`src/rtl/ixd_pkg.sv`:
```
// Shared types and helpers for the indexed extension word decoder.
// Assumes the fixed 16-bit extension word layout with a 32-bit long operand.
package ixd_pkg;

    localparam int WORD_W    = 16;
    localparam int LONG_W    = 2 * WORD_W;
    localparam int REG_SEL_W = 4;
    localparam int BYTE_W    = 8;

    typedef enum logic [2:0] {
        ST_IDLE,
        ST_EXT,
        ST_IDX,
        ST_BASE,
        ST_OUTER,
        ST_DONE
    } ixd_state_e;

    // Field positions follow the extension word bit layout.
    typedef struct packed {
        logic [REG_SEL_W-1:0] reg_sel;   // [15:12]
        logic                 long_idx;  // [11]
        logic [1:0]           scale;     // [10:9]
        logic                 full;      // [8]
        logic                 base_sup;  // [7]
        logic                 no_idx;    // [6]
        logic [1:0]           bd_sz;     // [5:4]
        logic                 rsv;       // [3]
        logic                 post_idx;  // [2]
        logic [1:0]           od_sz;     // [1:0]
    } ext_word_t;

    // Number of 16-bit words a displacement size code consumes.
    function automatic logic [1:0] size_words(input logic [1:0] code);
        case (code)
            2'd2:    size_words = 2'd1;
            2'd3:    size_words = 2'd2;
            default: size_words = 2'd0;
        endcase
    endfunction

endpackage

```
`src/rtl/ixd_ctrl.sv`:
```
// Sequencer: fetches the extension word, lets the index be captured,
// then fetches base and outer displacement words in that order.
// Assumes the fetch port accepts a word when req and ack are both high.
module ixd_ctrl
    import ixd_pkg::*;
#(
    parameter int OFF_W = 16
) (
    input  logic              clk,
    input  logic              rst_n,
    input  logic              start_i,
    input  logic [OFF_W-1:0]  start_off_i,
    input  logic              fetch_ack_i,
    input  logic [WORD_W-1:0] fetch_data_i,
    output logic              fetch_req_o,
    output logic [OFF_W-1:0]  fetch_off_o,
    output ext_word_t         ext_o,
    output logic              clr_o,
    output logic              idx_cap_o,
    output logic [1:0]        shift_o,
    output logic              finish_o
);

    localparam logic [OFF_W-1:0] WORD_BYTES = OFF_W'(WORD_W / BYTE_W);

    ixd_state_e       state_q;
    ext_word_t        ext_q;
    logic [OFF_W-1:0] off_q;
    logic [1:0]       bd_left_q;
    logic [1:0]       od_left_q;
    logic             take;
    logic             bad_combo;
    logic [1:0]       bd_words;
    logic [1:0]       od_words;

    // Request decode and the per-word acceptance strobe.
    always_comb begin
        fetch_req_o = (state_q == ST_EXT) || (state_q == ST_BASE) || (state_q == ST_OUTER);
        take        = fetch_req_o && fetch_ack_i;
        bad_combo   = ext_q.full && ext_q.no_idx && ext_q.post_idx;
        bd_words    = size_words(ext_q.bd_sz);
        od_words    = size_words(ext_q.od_sz);
    end

    // State, offset, extension word and remaining-word counters.
    always_ff @(posedge clk) begin
        if (!rst_n) begin
            state_q   <= ST_IDLE;
            ext_q     <= '0;
            off_q     <= '0;
            bd_left_q <= '0;
            od_left_q <= '0;
        end else begin
            case (state_q)
                ST_IDLE: begin
                    if (start_i) begin
                        off_q   <= start_off_i;
                        state_q <= ST_EXT;
                    end
                end
                ST_EXT: begin
                    if (take) begin
                        ext_q   <= ext_word_t'(fetch_data_i);
                        off_q   <= off_q + WORD_BYTES;
                        state_q <= ST_IDX;
                    end
                end
                ST_IDX: begin
                    if (!ext_q.full || bad_combo) begin
                        state_q <= ST_DONE;
                    end else begin
                        bd_left_q <= bd_words;
                        od_left_q <= od_words;
                        if (bd_words != 2'd0)      state_q <= ST_BASE;
                        else if (od_words != 2'd0) state_q <= ST_OUTER;
                        else                       state_q <= ST_DONE;
                    end
                end
                ST_BASE: begin
                    if (take) begin
                        off_q     <= off_q + WORD_BYTES;
                        bd_left_q <= bd_left_q - 2'd1;
                        if (bd_left_q == 2'd1)
                            state_q <= (od_left_q != 2'd0) ? ST_OUTER : ST_DONE;
                    end
                end
                ST_OUTER: begin
                    if (take) begin
                        off_q     <= off_q + WORD_BYTES;
                        od_left_q <= od_left_q - 2'd1;
                        if (od_left_q == 2'd1)
                            state_q <= ST_DONE;
                    end
                end
                ST_DONE: state_q <= ST_IDLE;
                default: state_q <= ST_IDLE;
            endcase
        end
    end

    // Strobes for the datapath pieces.
    always_comb begin
        fetch_off_o = off_q;
        ext_o       = ext_q;
        clr_o       = (state_q == ST_IDLE) && start_i;
        idx_cap_o   = (state_q == ST_IDX);
        shift_o[0]  = (state_q == ST_BASE) && take;
        shift_o[1]  = (state_q == ST_OUTER) && take;
        finish_o    = (state_q == ST_DONE);
    end

endmodule

```
`src/rtl/ixd_index_scale.sv`:
```
// Index conditioning: optional sign extension of the low half, then scaling.
// Purely combinational; assumes the register value is already selected.
module ixd_index_scale
    import ixd_pkg::*;
(
    input  logic [LONG_W-1:0] reg_val_i,
    input  logic              long_i,
    input  logic [1:0]        scale_i,
    output logic [LONG_W-1:0] idx_o
);

    logic [LONG_W-1:0] sized;

    // Choose width, then shift by the scale code.
    always_comb begin
        sized = long_i ? reg_val_i
                       : {{(LONG_W-WORD_W){reg_val_i[WORD_W-1]}}, reg_val_i[WORD_W-1:0]};
        idx_o = sized << scale_i;
    end

endmodule

```
`src/rtl/ixd_disp_collect.sv`:
```
// Displacement accumulator: the first word is sign-extended; a second word
// shifts it into the high half. Assumes clr precedes every new operand.
module ixd_disp_collect #(
    parameter int IN_W  = 16,
    parameter int OUT_W = 32
) (
    input  logic             clk,
    input  logic             rst_n,
    input  logic             clr_i,
    input  logic             shift_i,
    input  logic [IN_W-1:0]  word_i,
    output logic [OUT_W-1:0] acc_o
);

    logic [OUT_W-1:0] acc_q;
    logic             first_q;

    // Accumulate words high half first.
    always_ff @(posedge clk) begin
        if (!rst_n || clr_i) begin
            acc_q   <= '0;
            first_q <= 1'b1;
        end else if (shift_i) begin
            first_q <= 1'b0;
            if (first_q)
                acc_q <= {{(OUT_W-IN_W){word_i[IN_W-1]}}, word_i};
            else
                acc_q <= {acc_q[OUT_W-IN_W-1:0], word_i};
        end
    end

    assign acc_o = acc_q;

endmodule

```
`src/rtl/ixd_result.sv`:
```
// Combines the index with the collected displacements by format and index
// placement. Combinational; assumes all inputs are stable when used.
module ixd_result
    import ixd_pkg::*;
(
    input  ext_word_t         ext_i,
    input  logic [LONG_W-1:0] idx_i,
    input  logic [LONG_W-1:0] bd_i,
    input  logic [LONG_W-1:0] od_i,
    output logic [LONG_W-1:0] base_o,
    output logic [LONG_W-1:0] outer_o,
    output logic              illegal_o,
    output logic              base_sup_o,
    output logic              mem_ind_o
);

    logic [WORD_W-1:0] raw;
    logic [LONG_W-1:0] short_disp;

    // Brief displacement taken from the low byte of the word.
    always_comb begin
        raw        = ext_i;
        short_disp = {{(LONG_W-BYTE_W){raw[BYTE_W-1]}}, raw[BYTE_W-1:0]};
    end

    // Format and placement selection.
    always_comb begin
        base_o     = '0;
        outer_o    = '0;
        illegal_o  = 1'b0;
        base_sup_o = 1'b0;
        mem_ind_o  = 1'b0;
        if (!ext_i.full) begin
            base_o = short_disp + idx_i;
        end else if (ext_i.no_idx && ext_i.post_idx) begin
            illegal_o = 1'b1;
        end else begin
            base_sup_o = ext_i.base_sup;
            mem_ind_o  = (ext_i.od_sz != 2'd0);
            case ({ext_i.no_idx, ext_i.post_idx})
                2'b00: begin
                    base_o  = bd_i + idx_i;
                    outer_o = od_i;
                end
                2'b01: begin
                    base_o  = bd_i;
                    outer_o = od_i + idx_i;
                end
                default: begin
                    base_o  = bd_i;
                    outer_o = od_i;
                end
            endcase
        end
    end

endmodule

```
`src/rtl/ixd_decoder.sv`:
```
// Top of the indexed extension word decoder. Fetches the extension word and
// any displacement words, reads and scales the index, and presents the
// combined results with a one-cycle done pulse. Results hold until the next
// completion. Assumes a same-cycle register-file read port.
module ixd_decoder
    import ixd_pkg::*;
#(
    parameter int OFF_W = 16
) (
    input  logic                 clk,
    input  logic                 rst_n,
    input  logic                 start_i,
    input  logic [OFF_W-1:0]     start_off_i,
    output logic                 fetch_req_o,
    output logic [OFF_W-1:0]     fetch_off_o,
    input  logic                 fetch_ack_i,
    input  logic [WORD_W-1:0]    fetch_data_i,
    output logic [REG_SEL_W-1:0] rf_sel_o,
    input  logic [LONG_W-1:0]    rf_data_i,
    output logic                 done_o,
    output logic                 illegal_o,
    output logic                 base_suppress_o,
    output logic                 mem_indirect_o,
    output logic [LONG_W-1:0]    base_disp_o,
    output logic [LONG_W-1:0]    outer_disp_o
);

    localparam int N_DISP = 2;   // base and outer collectors

    ext_word_t         ext;
    logic              clr;
    logic              idx_cap;
    logic              finish;
    logic [N_DISP-1:0] shift;
    logic [LONG_W-1:0] idx_now;
    logic [LONG_W-1:0] idx_q;
    logic [LONG_W-1:0] disp_acc [N_DISP];
    logic [LONG_W-1:0] base_c;
    logic [LONG_W-1:0] outer_c;
    logic              ill_c;
    logic              bs_c;
    logic              mi_c;

    ixd_ctrl #(.OFF_W(OFF_W)) u_ctrl (
        .clk          (clk),
        .rst_n        (rst_n),
        .start_i      (start_i),
        .start_off_i  (start_off_i),
        .fetch_ack_i  (fetch_ack_i),
        .fetch_data_i (fetch_data_i),
        .fetch_req_o  (fetch_req_o),
        .fetch_off_o  (fetch_off_o),
        .ext_o        (ext),
        .clr_o        (clr),
        .idx_cap_o    (idx_cap),
        .shift_o      (shift),
        .finish_o     (finish)
    );

    assign rf_sel_o = ext.reg_sel;

    ixd_index_scale u_scale (
        .reg_val_i (rf_data_i),
        .long_i    (ext.long_idx),
        .scale_i   (ext.scale),
        .idx_o     (idx_now)
    );

    // Hold the scaled index once read.
    always_ff @(posedge clk) begin
        if (!rst_n)       idx_q <= '0;
        else if (idx_cap) idx_q <= idx_now;
    end

    for (genvar g = 0; g < N_DISP; g++) begin : g_disp
        ixd_disp_collect #(.IN_W(WORD_W), .OUT_W(LONG_W)) u_coll (
            .clk     (clk),
            .rst_n   (rst_n),
            .clr_i   (clr),
            .shift_i (shift[g]),
            .word_i  (fetch_data_i),
            .acc_o   (disp_acc[g])
        );
    end

    ixd_result u_res (
        .ext_i      (ext),
        .idx_i      (idx_q),
        .bd_i       (disp_acc[0]),
        .od_i       (disp_acc[1]),
        .base_o     (base_c),
        .outer_o    (outer_c),
        .illegal_o  (ill_c),
        .base_sup_o (bs_c),
        .mem_ind_o  (mi_c)
    );

    // Register results and the done pulse at completion.
    always_ff @(posedge clk) begin
        if (!rst_n) begin
            done_o          <= 1'b0;
            illegal_o       <= 1'b0;
            base_suppress_o <= 1'b0;
            mem_indirect_o  <= 1'b0;
            base_disp_o     <= '0;
            outer_disp_o    <= '0;
        end else begin
            done_o <= finish;
            if (finish) begin
                illegal_o       <= ill_c;
                base_suppress_o <= bs_c;
                mem_indirect_o  <= mi_c;
                base_disp_o     <= base_c;
                outer_disp_o    <= outer_c;
            end
        end
    end

endmodule

```
`config.mk`:
```
export PLATFORM = sky130hd
export DESIGN_NAME = ixd_decoder
export DESIGN_NICKNAME = d
export VERILOG_FILES = /design/src/rtl/ixd_pkg.sv /design/src/rtl/ixd_ctrl.sv /design/src/rtl/ixd_index_scale.sv /design/src/rtl/ixd_disp_collect.sv /design/src/rtl/ixd_result.sv /design/src/rtl/ixd_decoder.sv
export SDC_FILE = /design/constraint.sdc
export NUM_CORES = 1
export LEC_CHECK = 0
export ABC_AREA = 1
export BUFFER_PORTS_ARGS = -buffer_cell sky130_fd_sc_hd__buf_2
export CAP_MARGIN = 20
export CELL_PAD_IN_SITES_DETAIL_PLACEMENT = 0
export CELL_PAD_IN_SITES_GLOBAL_PLACEMENT = 1
export CORE_ASPECT_RATIO = 0.5
export CORE_MARGIN = 1
export CORE_UTILIZATION = 40
export DETAILED_ROUTE_END_ITERATION = 12
export PLACE_DENSITY = 0.87
export SYNTH_ARGS = -nofsm -noshare
export SYNTH_HDL_FRONTEND = slang
export SYNTH_SLANG_ARGS = --single-unit
```
`constraint.sdc`:
```
create_clock -name clk -period 4.4 [get_ports clk]
set_input_delay 0.88 -clock clk [delete_from_list [all_inputs] [get_ports clk]]
set_output_delay 0.88 -clock clk [all_outputs]
set_load 0.01 [all_outputs]
```
==> Word level (Yosys, flattened, before mapping) <==
Cells that the tools add are included.
{ "classes": {"addsub": 6, "mul": 0, "div_mod_pow": 0, "order_cmp": 0, "eq_ne": 20, "shifts": 1, "mux": 37, "bitwise_logic": 0, "n_reduce_logical": 28} }
{ "ops": {"columns": ["op", "count"], "rows": [
  ["$mux 32", 9],
  ["$add 32x32->32", 3],
  ["$mux 16", 2],
  ["$pmux 16 s2", 1],
  ["$shl 32x2->32", 1],
  ["$mux 3", 8],
  ["$add 16x2->16 const B", 1],
  ["$pmux 2 s2", 4],
  ["$pmux 3 s5", 1],
  ["$reduce_bool 2->1", 7],
  ["$reduce_and 3->1", 3],
  ["$eq 2x2->1 const B", 4],
  ["$mux 1", 8],
  ["$mux 2", 4],
  ["$ne 2x1->1 const B", 4],
  ["$ne 2x2->1 const B", 4],
  ["$logic_and 1x1->1", 7],
  ["$eq 2x1->1 const B", 3],
  ["$eq 3x2->1 const B", 2],
  ["$eq 3x3->1 const B", 2],
  ["$reduce_and 6->1", 1],
  ["$logic_or 1x1->1", 4],
  ["$sub 2x1->2 const B", 2],
  ["$eq 3x1->1 const B", 1],
  ["5 further kinds", 6]
]} }
{ "totals": {"ff_bits": 205, "latchBits": 0, "ram_bits": 0, "romBits": 0, "in_bits": 68, "output_inout_bits": 89, "word_cells": 117, "n_memories": 0} }

==> Depth between registers and ports, before layout <==
{ "logic_depth": {"depth_word": 7, "depth_mapped": 17, "depth_no_buf": 17} }

==> Cells and area by module <==
From an unflattened synthesis, not the netlist that was laid out.
{ "hier_totals": {"cells_unflattened": 3190, "hier_area_um2": 18084.8} }
{ "modules_own_cells": {"columns": ["mod", "n_inst", "cells_each", "area_each_um2", "seq_area_each_um2"], "rows": [
  ["ixd_result", 1, 1618, 7945.1, 0.0],
  ["ixd_decoder", 1, 630, 4072.7, 2001.9],
  ["ixd_disp_collect", 2, 211, 1488.9, 660.6],
  ["ixd_ctrl", 1, 336, 2148.3, 780.7],
  ["ixd_index_scale", 1, 184, 940.9, 0.0]
]} }

==> Worst setup path after synthesis <==
Ideal clock, no wire load.
{ "synth_timing": {"path_type": "register to register", "start": "reg u_ctrl.ext_q, in the netlist u_ctrl.ext_o[7]", "end": "reg base_disp_o[13]", "setup_ns": 0.109, "t_arrival_ns": 2.226, "required_time_ns": 4.291, "slack_ns": 2.065, "stages_incl_launch_ff": 13, "path_buffers": 0, "period_less_slack_ns": 2.335, "path_cell_list": "dfxtp_1 -> ha_1 -> nand2_1 -> inv_1 -> nand2_1 -> nand2_1 -> a21oi_1 -> o21ai_0 -> or2_2 -> nand3_1 -> nand3_1 -> nand2_1 -> inv_1"} }
{ "synth_via": {"elab_chain_cells": 2} }
{ "synth_rtl": {"columns": ["item", "line", "rtl"], "rows": [
  ["start, declared", "ixd_ctrl.sv:27", "ext_word_t ext_q;"],
  ["start signal, assigned", "ixd_ctrl.sv:63", "ext_q <= ext_word_t'(fetch_data_i);"],
  ["$add 32x32->32", "ixd_result.sv:34", "base_o = short_disp + idx_i;"],
  ["$mux 32", "ixd_result.sv:33", "if (!ext_i.full) begin"],
  ["end signal, assigned", "ixd_decoder.sv:113", "base_disp_o <= base_c;"],
  ["end, declared", "ixd_decoder.sv:24", "output logic [LONG_W-1:0] base_disp_o,"]
]} }
Every way passes these cells.
A chain may end at the register's enable or synchronous reset.

==> Worst setup path in the final report <==
{ "layout_timing": {"start": "reg u_ctrl.ext_q, in the netlist u_ctrl.ext_o[2]", "end": "reg base_disp_o[29]"} }
{ "layout_via": {"elab_chain_cells": 4, "word_cells_on_any_way": 6, "cone_classes": "1 x add/sub; 3 x mux; 2 x reduce/logical"} }
{ "layout_rtl": {"columns": ["item", "line"], "rows": [
  ["branches (longest 3 deep; another with $add 32x32->32)", null],
  ["$mux 32 *", "ixd_result.sv:33"]
]} }
Every way passes the cells marked *.

==> flow_metrics.py <==
metrics = {
    "routing": {
        "detailedRoute.firstIterationViolations": 1752,
        "ant_nets": 0,
        "detail_route.first_pass.iterations": 6,
        "drt-wirelength-per-cell_microns": 19.3,
        "vias": 17100,
        "vias_per_cell": 5.51,
        "drcViolationCount": 0,
        "detail_route.wirelength_microns": 59700,
    },
    "yosys": {
        "post_synth.cell_area_avg_sq_um": 6.17,
        "asyncSetResetFlopFracSynth": 0,
        "synth.ff_latch_count": 205,
        "postSynthNetCount": 2652,
        "gate_count_of_the_mapped_netlist": 2484,
        "ys.warnings.count": 0,
        "synth_enable_flop_cells": 0,
        "synth_top_flop_cell": "dfxtp_1",
        "synth_area_sq_mm": 0.0153,
        "ys_types": 48,
        "share_of_synthesized_area_occupied_by_flip_flops_and_latches": 0.268,
    },
    "cts": {
        "clock-root-buffer": "clkbuf_16",
        "clock-sinks": 205,
        "cts_max_level": 1,
        "cts-buffers-inserted": 22,
        "worst_skew_pair.late_latency_ps": 560,
        "cts_hold_repair.buffers": 0,
        "cts.clk_slew.worst_paths_ps": 70,
        "cts_tree": "built",
        "cts_resized": 0,
        "max-clock-path-buffers": 3,
        "post_cts.repair.setup_buffers": 0,
    },
    "power_and_ir_drop": {
        "finalPower_mw": 7.16,
        "leakage_power_total_nw": 8.08,
        "power_density_mw_per_mm2": 415,
        "vdd_ir_drop_max_v": 0.000274,
    },
    "floorplan": {
        "rows": 50,
        "initial_util": 0.408,
        "dieWidth_microns": 279,
        "die-height_microns": 140,
        "ioPinCount": 157,
        "floorplan.die_area_sq_mm": 0.0391,
        "fp.coreArea_sq_mm": 0.0375,
    },
    "final_layout": {
        "post_layout_nonfiller_instances": 3098,
        "mostFrequentLayoutCell": "nand2_1",
        "final_net_count": 2756,
        "drive_gt1_frac": 0.0926,
        "most-common-layout-cells": "nand2_1, a21oi_1, inv_1",
        "n_fill_cell": 4009,
        "synth_to_layout_area_growth_pct": 12.6,
        "postLayoutCoreUtil": 0.460,
    },
    "placement": {
        "dp_worst_setup_slack_ps": 1360,
        "dp_hpwl_microns": 45700,
        "place_congestion": 1.00,
        "port-buffer-count": 156,
        "numPlacedInstances": 3057,
    },
    "worst_setup_path": {
        "rrSetupSlack_ps": 1340,
        "r2r_cells": 12,
        "worstSetupStartpointType": "register",
        "worstSetupPathType": "register to register",
        "r2r-start": "u_ctrl.ext_o[2]",
        "worst-path-max-fanout": 14,
        "worst_ep_required_time_ps": 4830,
        "r2r_end": "base_disp_o[29]",
        "signal_arrival_time_at_the_worst_endpoint_ps": 3480,
        "worstSetupEndpointType": "register",
    },
    "min_path": {
        "min_path_type": "register to register",
        "min_delay_startpoint": "u_ctrl.fetch_off_o[0]",
        "hold_path_end": "u_ctrl.fetch_off_o[0]",
        "hold_depth": 2,
    },
    "sta": {
        "fin_crit_sh": 0.694,
        "relSlewSlack": 0.273,
        "fin_skew_ps": 32.4,
        "finalSetupTns_ps": 0,
        "setup_violations": 0,
        "grt_setup_unrepaired": "false",
        "hold_viol": 0,
        "final_critical_path_setup_slack_ps": 1340,
        "timing_max_transition_violations_final": 0,
        "max_slew.worst_pin.slew_ps": 1090,
        "fmax_mhz": 327,
        "post-route-min-period_ps": 3060,
    },
    "global_routing": {
        "grt_pass1_vias": 15300,
        "grt_max_degree": 54,
        "antenna_found_initial": 0,
        "globalRoute.totalOverflow": 0,
        "wire_length_of_the_first_global_routing_pass_microns": 89700,
        "track_usage": 0.298,
    },
    "job": {
        "cap_violations": 0,
    },
    "run_status": {
        "run_status": "completed",
    },
}
## worst max path at each step
stage | from | cells after the start | to
2_1_floorplan | u_ctrl.ext_o[7] | 12 | base_disp_o[13]
3_3_place_gp | u_ctrl.ext_o[7] | 12 | base_disp_o[29]
3_5_place_dp | u_ctrl.ext_o[7] | 12 | base_disp_o[29]
4_1_cts | u_ctrl.ext_o[7] | 12 | base_disp_o[29]
5_1_grt | u_ctrl.ext_o[2] | 12 | base_disp_o[29]
6_report | u_ctrl.ext_o[2] | 12 | base_disp_o[29]
## synthesized netlist by cell type (6+ instances only)
cell type  instances  area share
nand2_1          640        0.16
a21oi_1          322        0.11
inv_1            288       0.071
o21ai_0          227       0.074
nor2_1           216       0.053
dfxtp_1          205        0.27
nand3_1          133       0.043
ha_1              97       0.079
clkbuf_1          76       0.019
a211oi_1          40       0.020
nor3_1            26      0.0085
xor2_1            26       0.015
a31oi_1           25       0.010
nand4_1           24      0.0098
o21a_1            16      0.0078
or2_2             13      0.0053
buf_2              9      0.0029
o21bai_1           9      0.0044
o2bb2ai_1          9      0.0051
o211ai_1           8      0.0039
a21o_1             7      0.0034
inv_2              6      0.0015
nand3b_1           6      0.0029
## sequential cells by signal, indices dropped and copies added, names as in the netlist
signal                 count
u_ctrl.fetch_off_o        16
u_ctrl.bd_left_q           2
u_ctrl.od_left_q           2
outer_disp_o              32
u_ctrl.ext_o              16
done_o                     1
g_disp.u_coll.acc_o       64
base_disp_o               32
idx_q                     32
g_disp.u_coll.first_q      2
mem_indirect_o             1
illegal_o                  1
u_ctrl.state_q             3
base_suppress_o            1
## final cells by class
class,count,area (sq um),area share
well taps,494,618,0.0358
clock inverters,12,146,0.00848
flip-flops and latches,205,4100,0.238
repair buffers,173,948,0.0550
multi-input cells,1887,9720,0.563
clock buffers,27,589,0.0342
diodes,1,2.50,0.000145
inverters,299,1120,0.0652
## kinds of logic (layout without fill, tap and decap cells)
family / after synthesis / in the layout / share of synthesized area
buffers and inverters: 392 / 511 / 0.0979
xor gates and xnor gates: 30 / 30 / 0.0171
other: 0 / 1 / 0
and+or+nand+nor: 1073 / 1073 / 0.289
AOI/OAI and AO/OA: 681 / 681 / 0.243
adders and majority gates: 100 / 100 / 0.0831
DFF: 205 / 205 / 0.268
muxes: 3 / 3 / 0.00196
## critical path: stages, from the launching register on
cell     delay [ps]
dfxtp_1         810
ha_1            350
a21oi_1         100
o21ai_0         280
nor2_1          120
o21ai_0         640
nand2_1         170
nand2_1         100
nand2_1          50
nand3_1          80
nand3_1         100
nand2_1          80
inv_1            40
## layer usage
layer / vias to the layer above / wire length [microns] / part of all wire / track usage
met1: 7782 / 26400 / 0.44 / 0.408
met5: - / 0 / 0 / 0
li1: 8501 / - / - / -
met4: 0 / 2080 / 0.035 / 0.0980
met3: 117 / 5180 / 0.087 / 0.0507
met2: 684 / 26000 / 0.44 / 0.475
## through the flow
stage,instance area (sq um),hold slack (ps)
2_1_floorplan,15300,450
3_3_place_gp,16500,432
3_5_place_dp,16500,438
4_1_cts,17200,449
5_1_grt,17300,476
6_report,17300,443
## power breakdown
part / leakage (nW) / total, mW / switching, mW / internal [mW]
clock: 0.365 / 1.96 / 0.870 / 1.09
sequential: 1.66 / 2.56 / 0.431 / 2.13
combinational: 6.05 / 2.64 / 1.77 / 0.869
No activity file was read; power rests on OpenSTA's default activity.
